[src/rtl/adc_cap_pkg.sv]
package adc_cap_pkg;

   // Shortest convert-start low time the timer will ever produce
   localparam int unsigned MIN_PULSE = 2;

   // Start-up phase of the word sequencer
   typedef enum logic [1:0] {
      PH_FIRST = 2'd0,   // waiting for the short first word
      PH_DUMMY = 2'd1,   // full-length words still being discarded
      PH_LIVE  = 2'd2    // words are presented as samples
   } phase_e;

   function automatic int unsigned max_u(input int unsigned a, input int unsigned b);
      return (a > b) ? a : b;
   endfunction

endpackage

[src/rtl/adc_cap_sync.sv]
module adc_cap_sync #(
   parameter int unsigned WIDTH = 3,
   parameter int unsigned STAGES = 2,
   parameter logic [WIDTH-1:0] RESET_VAL = '0
) (
   input  logic             clk,
   input  logic             rst_n,
   input  logic [WIDTH-1:0] async_in,
   output logic [WIDTH-1:0] sync_out
);

   logic [WIDTH-1:0] stage_q [STAGES];

   generate
      for (genvar s = 0; s < STAGES; s++) begin : g_stage
         if (s == 0) begin : g_head
            always_ff @(posedge clk or negedge rst_n) begin
               if (!rst_n) stage_q[s] <= RESET_VAL;
               else        stage_q[s] <= async_in;
            end
         end else begin : g_tail
            always_ff @(posedge clk or negedge rst_n) begin
               if (!rst_n) stage_q[s] <= RESET_VAL;
               else        stage_q[s] <= stage_q[s-1];
            end
         end
      end
   endgenerate

   assign sync_out = stage_q[STAGES-1];

endmodule

[src/rtl/adc_cap_timer.sv]
module adc_cap_timer
   import adc_cap_pkg::*;
#(
   parameter int unsigned PERIOD_W = 16,
   parameter int unsigned PULSE_W  = 8
) (
   input  logic                clk,
   input  logic                rst_n,
   input  logic                enable,
   input  logic [PERIOD_W-1:0] sample_period,
   input  logic [PULSE_W-1:0]  pulse_len,
   output logic                conv_start_n
);

   localparam int unsigned CNT_W = max_u(PERIOD_W, PULSE_W) + 1;

   logic [CNT_W-1:0] pulse_ext, period_ext;
   logic [CNT_W-1:0] pulse_eff, period_eff;
   logic [CNT_W-1:0] cnt_q;
   logic             conv_q;
   logic             wrap;

   // Clamp the settings so the strobe always has a low and a high phase
   always_comb begin
      pulse_ext  = CNT_W'(pulse_len);
      period_ext = CNT_W'(sample_period);
      pulse_eff  = (pulse_ext < CNT_W'(MIN_PULSE)) ? CNT_W'(MIN_PULSE) : pulse_ext;
      period_eff = (period_ext <= pulse_eff) ? (pulse_eff + 1'b1) : period_ext;
      wrap       = (cnt_q >= (period_eff - 1'b1));
   end

   always_ff @(posedge clk or negedge rst_n) begin
      if (!rst_n) begin
         cnt_q  <= '0;
         conv_q <= 1'b1;
      end else if (!enable) begin
         cnt_q  <= '0;
         conv_q <= 1'b1;
      end else begin
         conv_q <= !(cnt_q < pulse_eff);
         cnt_q  <= wrap ? '0 : (cnt_q + 1'b1);
      end
   end

   assign conv_start_n = conv_q;

endmodule

[src/rtl/adc_cap_deframer.sv]
module adc_cap_deframer #(
   parameter int unsigned DATA_W = 16,
   parameter int unsigned LEN_W  = 5,
   parameter bit          SAMPLE_ON_RISE = 1'b1
) (
   input  logic              clk,
   input  logic              rst_n,
   input  logic              enable,
   input  logic              sclk_s,
   input  logic              sync_n_s,
   input  logic              sdata_s,
   input  logic [LEN_W-1:0]  word_len,
   output logic              word_done,
   output logic [DATA_W-1:0] word_data
);

   logic              sclk_q, sync_n_q;
   logic              bit_edge, sync_fall, start;
   logic              pend_q, busy_q, done_q;
   logic [LEN_W-1:0]  cnt_q;
   logic [DATA_W-1:0] shreg_q;

   // Bit clock edge selection
   generate
      if (SAMPLE_ON_RISE) begin : g_rise
         assign bit_edge = sclk_s & ~sclk_q;
      end else begin : g_fall
         assign bit_edge = ~sclk_s & sclk_q;
      end
   endgenerate

   assign sync_fall = ~sync_n_s & sync_n_q;
   assign start     = bit_edge & ~sync_n_s & (pend_q | sync_fall);

   always_ff @(posedge clk or negedge rst_n) begin
      if (!rst_n) begin
         sclk_q   <= 1'b0;
         sync_n_q <= 1'b1;
      end else begin
         sclk_q   <= sclk_s;
         sync_n_q <= sync_n_s;
      end
   end

   always_ff @(posedge clk or negedge rst_n) begin
      if (!rst_n) begin
         pend_q  <= 1'b0;
         busy_q  <= 1'b0;
         done_q  <= 1'b0;
         cnt_q   <= '0;
         shreg_q <= '0;
      end else if (!enable) begin
         pend_q  <= 1'b0;
         busy_q  <= 1'b0;
         done_q  <= 1'b0;
         cnt_q   <= '0;
      end else begin
         done_q <= 1'b0;
         if (sync_fall) pend_q <= 1'b1;
         if (bit_edge) begin
            if (start) begin
               // Fresh frame: any partial word is dropped
               shreg_q <= {{(DATA_W-1){1'b0}}, sdata_s};
               cnt_q   <= LEN_W'(1);
               busy_q  <= 1'b1;
               pend_q  <= 1'b0;
            end else if (busy_q) begin
               shreg_q <= {shreg_q[DATA_W-2:0], sdata_s};
               cnt_q   <= cnt_q + 1'b1;
               if ((cnt_q + 1'b1) == word_len) begin
                  busy_q <= 1'b0;
                  done_q <= 1'b1;
               end
            end
         end
      end
   end

   assign word_done = done_q;
   assign word_data = shreg_q;

endmodule

[src/rtl/adc_cap_seq.sv]
module adc_cap_seq
   import adc_cap_pkg::*;
#(
   parameter int unsigned DATA_W      = 16,
   parameter int unsigned FIRST_W     = 15,
   parameter int unsigned DUMMY_WORDS = 2,
   parameter int unsigned LEN_W       = 5
) (
   input  logic              clk,
   input  logic              rst_n,
   input  logic              enable,
   input  logic              word_done,
   input  logic [DATA_W-1:0] word_data,
   output logic [LEN_W-1:0]  word_len,
   output logic              sample_valid,
   output logic [DATA_W-1:0] sample_data
);

   localparam int unsigned DCNT_W = $clog2(DUMMY_WORDS + 1);

   phase_e            phase_q;
   logic [DCNT_W-1:0] drop_q;
   logic              valid_q;
   logic [DATA_W-1:0] data_q;
   logic              last_drop;

   assign last_drop = ((int'(drop_q) + 1) >= int'(DUMMY_WORDS));
   assign word_len  = (phase_q == PH_FIRST) ? LEN_W'(FIRST_W) : LEN_W'(DATA_W);

   always_ff @(posedge clk or negedge rst_n) begin
      if (!rst_n) begin
         phase_q <= PH_FIRST;
         drop_q  <= '0;
         valid_q <= 1'b0;
         data_q  <= '0;
      end else if (!enable) begin
         phase_q <= PH_FIRST;
         drop_q  <= '0;
         valid_q <= 1'b0;
      end else begin
         valid_q <= word_done && (phase_q == PH_LIVE);
         if (word_done) begin
            if (phase_q == PH_LIVE) begin
               data_q <= word_data;
            end else begin
               drop_q  <= drop_q + 1'b1;
               phase_q <= last_drop ? PH_LIVE : PH_DUMMY;
            end
         end
      end
   end

   assign sample_valid = valid_q;
   assign sample_data  = data_q;

endmodule

[src/rtl/adc_serial_capture.sv]
module adc_serial_capture
   import adc_cap_pkg::*;
#(
   parameter int unsigned DATA_W         = 16,
   parameter int unsigned FIRST_W        = 15,
   parameter int unsigned DUMMY_WORDS    = 2,
   parameter int unsigned PERIOD_W       = 16,
   parameter int unsigned PULSE_W        = 8,
   parameter int unsigned SYNC_STAGES    = 2,
   parameter bit          SAMPLE_ON_RISE = 1'b1
) (
   input  logic                clk,
   input  logic                rst_n,
   input  logic                enable,
   input  logic [PERIOD_W-1:0] sample_period,
   input  logic [PULSE_W-1:0]  pulse_len,
   output logic                conv_start_n,
   input  logic                adc_sclk,
   input  logic                adc_sync_n,
   input  logic                adc_sdata,
   output logic                sample_valid,
   output logic [DATA_W-1:0]   sample_data
);

   localparam int unsigned LEN_W = $clog2(DATA_W + 1);

   initial begin
      assert (DATA_W >= 2) else $error("DATA_W must be at least 2");
      assert (FIRST_W >= 2 && FIRST_W <= DATA_W) else $error("FIRST_W out of range");
      assert (DUMMY_WORDS >= 1) else $error("DUMMY_WORDS must be at least 1");
      assert (SYNC_STAGES >= 2) else $error("SYNC_STAGES must be at least 2");
      assert (PULSE_W >= 2 && PERIOD_W >= 2) else $error("timer widths too small");
   end

   logic [2:0]        pins_s;
   logic              word_done;
   logic [DATA_W-1:0] word_data;
   logic [LEN_W-1:0]  word_len;

   adc_cap_sync #(
      .WIDTH     (3),
      .STAGES    (SYNC_STAGES),
      .RESET_VAL (3'b010)
   ) i_sync (
      .clk      (clk),
      .rst_n    (rst_n),
      .async_in ({adc_sclk, adc_sync_n, adc_sdata}),
      .sync_out (pins_s)
   );

   adc_cap_timer #(
      .PERIOD_W (PERIOD_W),
      .PULSE_W  (PULSE_W)
   ) i_timer (
      .clk           (clk),
      .rst_n         (rst_n),
      .enable        (enable),
      .sample_period (sample_period),
      .pulse_len     (pulse_len),
      .conv_start_n  (conv_start_n)
   );

   adc_cap_deframer #(
      .DATA_W         (DATA_W),
      .LEN_W          (LEN_W),
      .SAMPLE_ON_RISE (SAMPLE_ON_RISE)
   ) i_deframer (
      .clk       (clk),
      .rst_n     (rst_n),
      .enable    (enable),
      .sclk_s    (pins_s[2]),
      .sync_n_s  (pins_s[1]),
      .sdata_s   (pins_s[0]),
      .word_len  (word_len),
      .word_done (word_done),
      .word_data (word_data)
   );

   adc_cap_seq #(
      .DATA_W      (DATA_W),
      .FIRST_W     (FIRST_W),
      .DUMMY_WORDS (DUMMY_WORDS),
      .LEN_W       (LEN_W)
   ) i_seq (
      .clk          (clk),
      .rst_n        (rst_n),
      .enable       (enable),
      .word_done    (word_done),
      .word_data    (word_data),
      .word_len     (word_len),
      .sample_valid (sample_valid),
      .sample_data  (sample_data)
   );

endmodule

[config.mk]
export PLATFORM = sky130hd
export DESIGN_NAME = adc_serial_capture
export DESIGN_NICKNAME = d
export VERILOG_FILES = /design/src/rtl/adc_cap_pkg.sv /design/src/rtl/adc_cap_sync.sv /design/src/rtl/adc_cap_timer.sv /design/src/rtl/adc_cap_deframer.sv /design/src/rtl/adc_cap_seq.sv /design/src/rtl/adc_serial_capture.sv
export SDC_FILE = /design/constraint.sdc
export NUM_CORES = 1
export LEC_CHECK = 0
export BUFFER_PORTS_ARGS = -buffer_cell sky130_fd_sc_hd__buf_2
export CAP_MARGIN = 20
export CORE_MARGIN = 2
export CORE_UTILIZATION = 55
export CTS_CLUSTER_DIAMETER = 30
export DETAILED_ROUTE_END_ITERATION = 10
export GPL_TIMING_DRIVEN = 0
export PLACE_DENSITY = 0.73
export SLEW_MARGIN = 10
export SYNTH_ARGS = -nofsm -noshare
export SYNTH_HDL_FRONTEND = slang
export SYNTH_HIERARCHICAL = 1
export SYNTH_SLANG_ARGS = --single-unit
[constraint.sdc]
create_clock -name clk -period 5.4 [get_ports clk]
set_input_delay 0 -clock clk [delete_from_list [all_inputs] [get_ports clk]]
set_output_delay 0 -clock clk [all_outputs]
set_load 0.05 [all_outputs]
==> out/metrics.yaml, run 1 <==
status:
  status: "completed"
cells_and_area:
  final_common_cell: "dfrtp_1"
  n_antenna_cell: 0
  post-route-util_pct: 66.0
  layout-drive-gt1-share_pct: 23.3
  layout.nets: 556
  fillCellCount: 611
  area_growth_pct: 14.6
  stdcell_area_um2: 5150
  layout.cells.most_common_list: "67 x dfrtp_1, 46 x buf_2, 36 x ha_1, 32 x nor2_1"
global_route:
  grt_remaining_overflow: 0
  grt_antenna_before_repair: 0
  grt_max_degree: 52
  grt_pass1_wl_um: 14900
  first_global_vias: 3293
  track_usage_pct: 20.8
power_and_ir_drop:
  combPwrFrac_pct: 12.5
  p_int_uw: 765
  swShare_pct: 26.8
  pwr-share-clk_pct: 34.8
  ir_worst_vdd_mv: 0.0970
  p_leak_uw: 0.00248
  p_per_area_nw_per_um2: 203
  p_seq_share_pct: 52.7
  p_sw_uw: 280
floorplanning:
  die_h_um: 94.4
  initial_core_util_pct: 57.6
  die_area_um2: 8910
  core_area_um2: 7810
  die-width_um: 94.4
  io-pin-count: 48
  rows: 32
critical_path:
  r2r_cells: 10
  crit_path_frequent_cell: "o21ai_0"
  crit_slowest_cell: "or4_1"
  max_stage_delay_ps: 570
  critPathLaunchType: "primary input"
  cp.depth: 27
  cp.arrival_ps: 5260
  crit_type: "in -> reg"
  cp_top_family: "simple AND/OR/NAND/NOR gates"
  cp_max_fo: 17
  crit_required_ps: 5660
  end_kind: "flip-flop"
  path_buf_inv: 4
synth:
  yosysTopAreaCellShare_pct: 37.3
  synthFlopType: "dfrtp_1"
  yosys_warnings: 6
  synth_area_leader_cell: "dfrtp_1"
  synth_fp_nets: 494
  async_flop_share_pct: 100
  synth_area_leaders: "dfrtp_1 37%, ha_1 10%, xor2_1 4.1%"
  synth_seq_cells: 71
  mappedNetlistArea_um2: 4500
  yosysSeqAreaShare_pct: 39.6
  syn_inst: 427
  synth_edf_count: 0
  synth_cell_type_count: 56
  avgSynthCellArea_um2: 10.5
place:
  port_buffers: 45
  dp_hpwl_um: 6580
  placed_area_um2: 4880
  gp_congestion: 0.808
drt:
  drtPass1Iterations: 4
  routed_wl_um: 8510
  avgRoutedWirePerCell_um: 14.3
  vias: 3327
  viasPerCell: 5.58
  drt_iter0_markers: 136
  ant_nets: 0
  route.detailed.drc: 0
sta:
  period_needed_ps: 5000
  finalCritPeriodShare_pct: 92.6
  fmax_mhz: 200
  skew_ps: 6.14
  setup_viol: 0
  rsz0062_at_grt: "no"
  tightest_slew_ps: 571
  finalHoldViolations: 0
  slew_viol_final: 0
  maxSlewHeadroom_pct: 60.8
clock_tree:
  clockBufferDepth: 2
  clock-root-buffer: "clkbuf_8"
  cts_tree: "yes"
  clk-insertion-delay-late_ps: 330
  numCtsBuffers: 9
  htree_levels: 3
  path_clk_slew_ps: 70
  cts_num_sinks: 71
min_path:
  min-delay-path-class: "in -> reg"
  holdPathStages: 3
flow_run:
  drv_cap: 0
-- flip-flops by register name (all words and copies together) (netlist names) --
name	count
i_deframer/busy_q	1
i_deframer/cnt_q	5
i_deframer/pend_q	1
i_deframer/sclk_q	1
i_deframer/sync_n_q	1
i_deframer/word_data	16
i_deframer/word_done	1
i_seq/drop_q	2
i_seq/phase_q	2
i_seq/sample_data	16
i_seq/sample_valid	1
i_sync/stage_q	3
i_sync/sync_out	3
i_timer/cnt_q	17
i_timer/conv_start_n	1
-- final cells by class --
cell class,count,area (µm²),share of cell area [%]
multi-input combinational,321,2570,49.8
inverter,21,78.8,1.53
timing repair buffer,52,323,6.27
buffer,13,101,1.97
sequential,71,1780,34.6
clock buffer,9,124,2.40
clock inverter,7,47.5,0.923
tap,102,128,2.48
-- power by group through the flow --
stage	clock [µW]	combinational [µW]	sequential, µW
final	364	130	550
after global placement	0	119	560
after global routing	401	148	552
after detailed placement	0	126	561
after CTS	374	130	550
after floorplan	0	77.3	560
-- layer usage --
metal / share of wire [%] / track usage (%)
met1: 47 / 26.9
met2: 49 / 36.1
met3: 2.7 / 2.63
met4: 1.4 / 7.49
met5: 0 / 0
-- through the flow --
step | setup TNS (ps) | instances | setup slack [ps] | total power (µW) | hold slack (ps)
after global placement | -14820 | 574 | -1050 | 679 | 105
final | 0 | 596 | 399 | 1040 | 26.3
after global routing | 0 | 596 | 68.0 | 1100 | 31.9
after floorplan | 0 | 427 | 53.5 | 637 | -296
after CTS | 0 | 596 | 64.3 | 1050 | 19.4
after detailed placement | -16720 | 575 | -1180 | 687 | -90.4
-- synthesized netlist by cell type (2+ instances only) --
master    instances
nor4_1            4
nor2_1           32
dfrtp_1          67
nor2b_1           6
buf_6             2
o21a_1            4
and2_1            2
xnor2_1          19
nand2_1          20
and2b_1           2
buf_4             8
xor2_1           21
mux2i_1          15
nand3b_1          3
nor4_2            2
or2_2             3
a21boi_0          2
mux2_4            9
nand4_1           9
dfstp_2           4
nand4b_1          5
nor3_1            6
o21ai_1           3
or3_1             5
o31ai_1           2
and3_1            5
ha_1             37
inv_1            21
nand2b_1          4
a21o_1            9
nand3_1          15
a211oi_1          2
or3b_1            2
buf_2             2
and4_1            3
nor3b_1           5
a21oi_1          15
a22o_1           16
o21ai_0          10
mux2_2            9
a31oi_1           2
-- kinds of logic after synthesis --
group	synth area share, %
and+or+nand+nor	18.3
AOI/OAI and AO/OA	11.4
DFF	39.6
xor gates and xnor gates	7.79
adders and majority gates	10.3
buffers and inverters	4.01
muxes	8.60
-- path summary, 6_finish.rpt --
| check | slack, ps | from | end |
|---|---|---|---|
| setup / recovery | 400 | pulse_len[7] | i_timer/cnt_q[9]$_DFF_PN0_ |
| hold / removal | 30 | enable | i_seq/drop_q[0]$_DFFE_PN0P_ |
| setup reg to reg | 3180 | i_timer/cnt_q[0]$_DFF_PN0_ | i_timer/cnt_q[9]$_DFF_PN0_ |
| hold reg to reg | 350 | i_sync/stage_q[3]$_DFF_PN0_ | i_sync/sync_out[0]$_DFF_PN0_ |
| max in group asynchronous | 4780 | rst_n | i_timer/cnt_q[8]$_DFF_PN0_ |
| min in group asynchronous | 90 | rst_n | i_deframer/pend_q$_DFF_PN0_ |
-- worst register-to-register path, cell delays in order, from the launching register on --
cell and delay, ps:
dfrtp_1 410, inv_1 90, ha_1 280, nand2b_1 140
a21o_1 170, a21o_1 170, a211oi_1 300, o21a_1 220
o31ai_4 90, buf_12 160, nor2_1 110
-- repair_timing --
item                                    CTS  global route
endpoints found under the setup margin   17            17
hold buffers                              4             0
pin swaps                                 1             1
endpoints found under the hold margin    74             0
gates cloned                              0             0
resized for setup                         4             4
setup buffers                             1             1
Note: power is estimated with default switching activity, not from simulation.
==> run 2: changes to the inputs <==
- CORE_UTILIZATION: 55 -> 54
- PLACE_DENSITY: 0.73 -> 0.75
- clock period: 5.4 -> 4.5 ns (I/O delays scaled with it)
==> out/metrics.yaml, run 2 (synthesis results as in run 1) <==
status:
  status: "finished, violations left"
  violations: "negative setup slack"
clock_tree:
  path_clk_slew_ps: 80
  clockBufferDepth: 2
  cts_tree: "yes"
  clock-root-buffer: "clkbuf_8"
  htree_levels: 3
  numCtsBuffers: 9
  cts_num_sinks: 71
  clk-insertion-delay-late_ps: 340
cells_and_area:
  regArea_um2: 1780
  layout.nets: 567
  layout-drive-gt1-share_pct: 29.5
  final_common_cell: "dfrtp_1"
  largest_register_ffs: 17
  final_cells: 610
  fillCellCount: 653
  stdcell_area_um2: 5360
  layout.cells.most_common_list: "67 x dfrtp_1, 44 x buf_2, 35 x ha_1, 21 x xor2_1, 20 x inv_1"
  regMostFlops: "i_timer/cnt_q"
  n_antenna_cell: 0
  area_growth_pct: 19.2
  multi_input_area_um2: 2670
global_route:
  grt_max_degree: 50
  grt_antenna_before_repair: 0
  grt_pass1_wl_um: 15700
  first_global_vias: 3414
  track_usage_pct: 22.1
  grt_remaining_overflow: 0
critical_path:
  critPathLaunchType: "primary input"
  cp.arrival_ps: 4980
  reg2reg_slack_ps: 2240
  cp-startpoint: "pulse_len[6]"
  crit_type: "in -> reg"
  crit_path_end: "i_timer/cnt_q[10]$_DFF_PN0_"
  r2r_start: "i_timer/cnt_q[0]$_DFF_PN0_"
  worstReg2RegEnd: "i_timer/cnt_q[10]$_DFF_PN0_"
  r2r_cells: 10
  end_kind: "flip-flop"
  cp_max_fo: 5
  crit_required_ps: 4780
drt:
  vias: 3450
  routed_wl_um: 9410
  avgRoutedWirePerCell_um: 15.4
  drt_iter0_markers: 119
  route.detailed.drc: 0
  ant_nets: 0
  viasPerCell: 5.66
  drtPass1Iterations: 4
place:
  port_buffers: 45
  gp_congestion: 0.843
  dp_cells: 578
  placed_area_um2: 4950
  dp_hpwl_um: 6800
floorplanning:
  rows: 33
  initial_core_util_pct: 55.3
  io-pin-count: 48
  die-width_um: 95.2
  die_area_um2: 9070
  core_area_um2: 8130
  die_h_um: 95.2
power_and_ir_drop:
  p_sw_uw: 356
  p_per_area_nw_per_um2: 240
  p_total_uw: 1290
  p_seq_share_pct: 51.3
  combPwrFrac_pct: 13.6
  p_leak_uw: 0.00255
  p_int_uw: 931
  pwr-share-clk_pct: 35.1
  swShare_pct: 27.7
  ir_worst_vdd_mv: 0.168
sta:
  setup_viol: 17
  skew_ps: 11.3
  fin_ws_ps: -197
  period_needed_ps: 4700
  maxSlewHeadroom_pct: 59.0
  fmax_mhz: 213
  finalCritPeriodShare_pct: 104
  slew_viol_final: 0
  totalNegativeSetupSlack_ps: -3030
  whs_ps: 25.9
  finalHoldViolations: 0
  tightest_slew_ps: 598
  rsz0062_at_grt: "yes"
min_path:
  min-delay-path-class: "in -> reg"
flow_run:
  drv_cap: 0
-- run 2: worst max-delay path: stages --
cell      delay (ps)
buf_6             90
or4_4            580
nor3_4           120
or2_4            140
inv_4             40
ha_4             260
nand2_2           50
or3_4            340
a221oi_4         350
buf_6            170
mux2i_2          210
ha_2             220
nand3b_1         110
or3_4            360
mux2i_4          210
nand4_1          130
xor2_1           190
ha_1             300
a21oi_2          120
nor2b_1           60
o21ai_1          120
o21ai_1          100
nor3b_2          250
o31ai_4          140
clkbuf_8         190
nor2_2           100
-- run 2: worst min-delay path by stage --
stage / depth (start not counted) / end / startpoint / slack (ps)
6_report: 3 / i_seq/drop_q[1]$_DFFE_PN0P_ / enable / 30
3_3_place_gp: 1 / i_sync/stage_q[4]$_DFF_PN1_ / adc_sync_n / 110
2_1_floorplan: 0 / i_deframer/busy_q$_DFFE_PN0P_ / rst_n / -300
5_1_grt: 2 / i_seq/phase_q[1]$_DFFE_PN0P_ / enable / 20
3_5_place_dp: 1 / i_deframer/sclk_q$_DFF_PN0_ / rst_n / -80
4_1_cts: 3 / i_seq/drop_q[1]$_DFFE_PN0P_ / enable / 20
-- run 2: power groups by stage --
stage	Clock, µW	Combinational, µW	Sequential (µW)
floorplan	0	96.9	672
global placement	0	148	672
detailed placement	0	157	673
CTS	462	170	661
global route	499	196	662
finish	451	174	661
-- run 2: through the flow --
stage               util (%)  setup WS, ps
CTS                     65.1          -114
global route            65.9          -382
floorplan                  -          -352
finish                  65.9          -197
global placement        60.5         -1020
detailed placement      60.9         -1120
-- run 2: routing by layer --
metal	up-vias	GRT usage (%)	wire (µm)
met5	-	0	0
met4	0	8.21	207
met3	18	3.79	313
met2	79	38.0	4710
met1	1679	27.7	4180
li1	1674	-	-
-- run 2: cell type report --
cell class              count  area share (%)
plain buffers              14            2.15
clock buffers              10            2.38
clock inverters             6           0.817
inverters                  21            1.52
multi-input cells         321            49.9
flip-flops and latches     71            33.2
well taps                 105            2.45
repair buffers             62            7.54
-- run 2: timing repair --
item | in CTS | in global routing
buffers inserted | 10 | 1
endpoints found under the hold margin | 74 | 0
setup endpoints to repair | 17 | 17
pin swaps | 8 | 3
hold buffers | 4 | 0
cloned | 1 | 0
gates resized for setup | 14 | 16
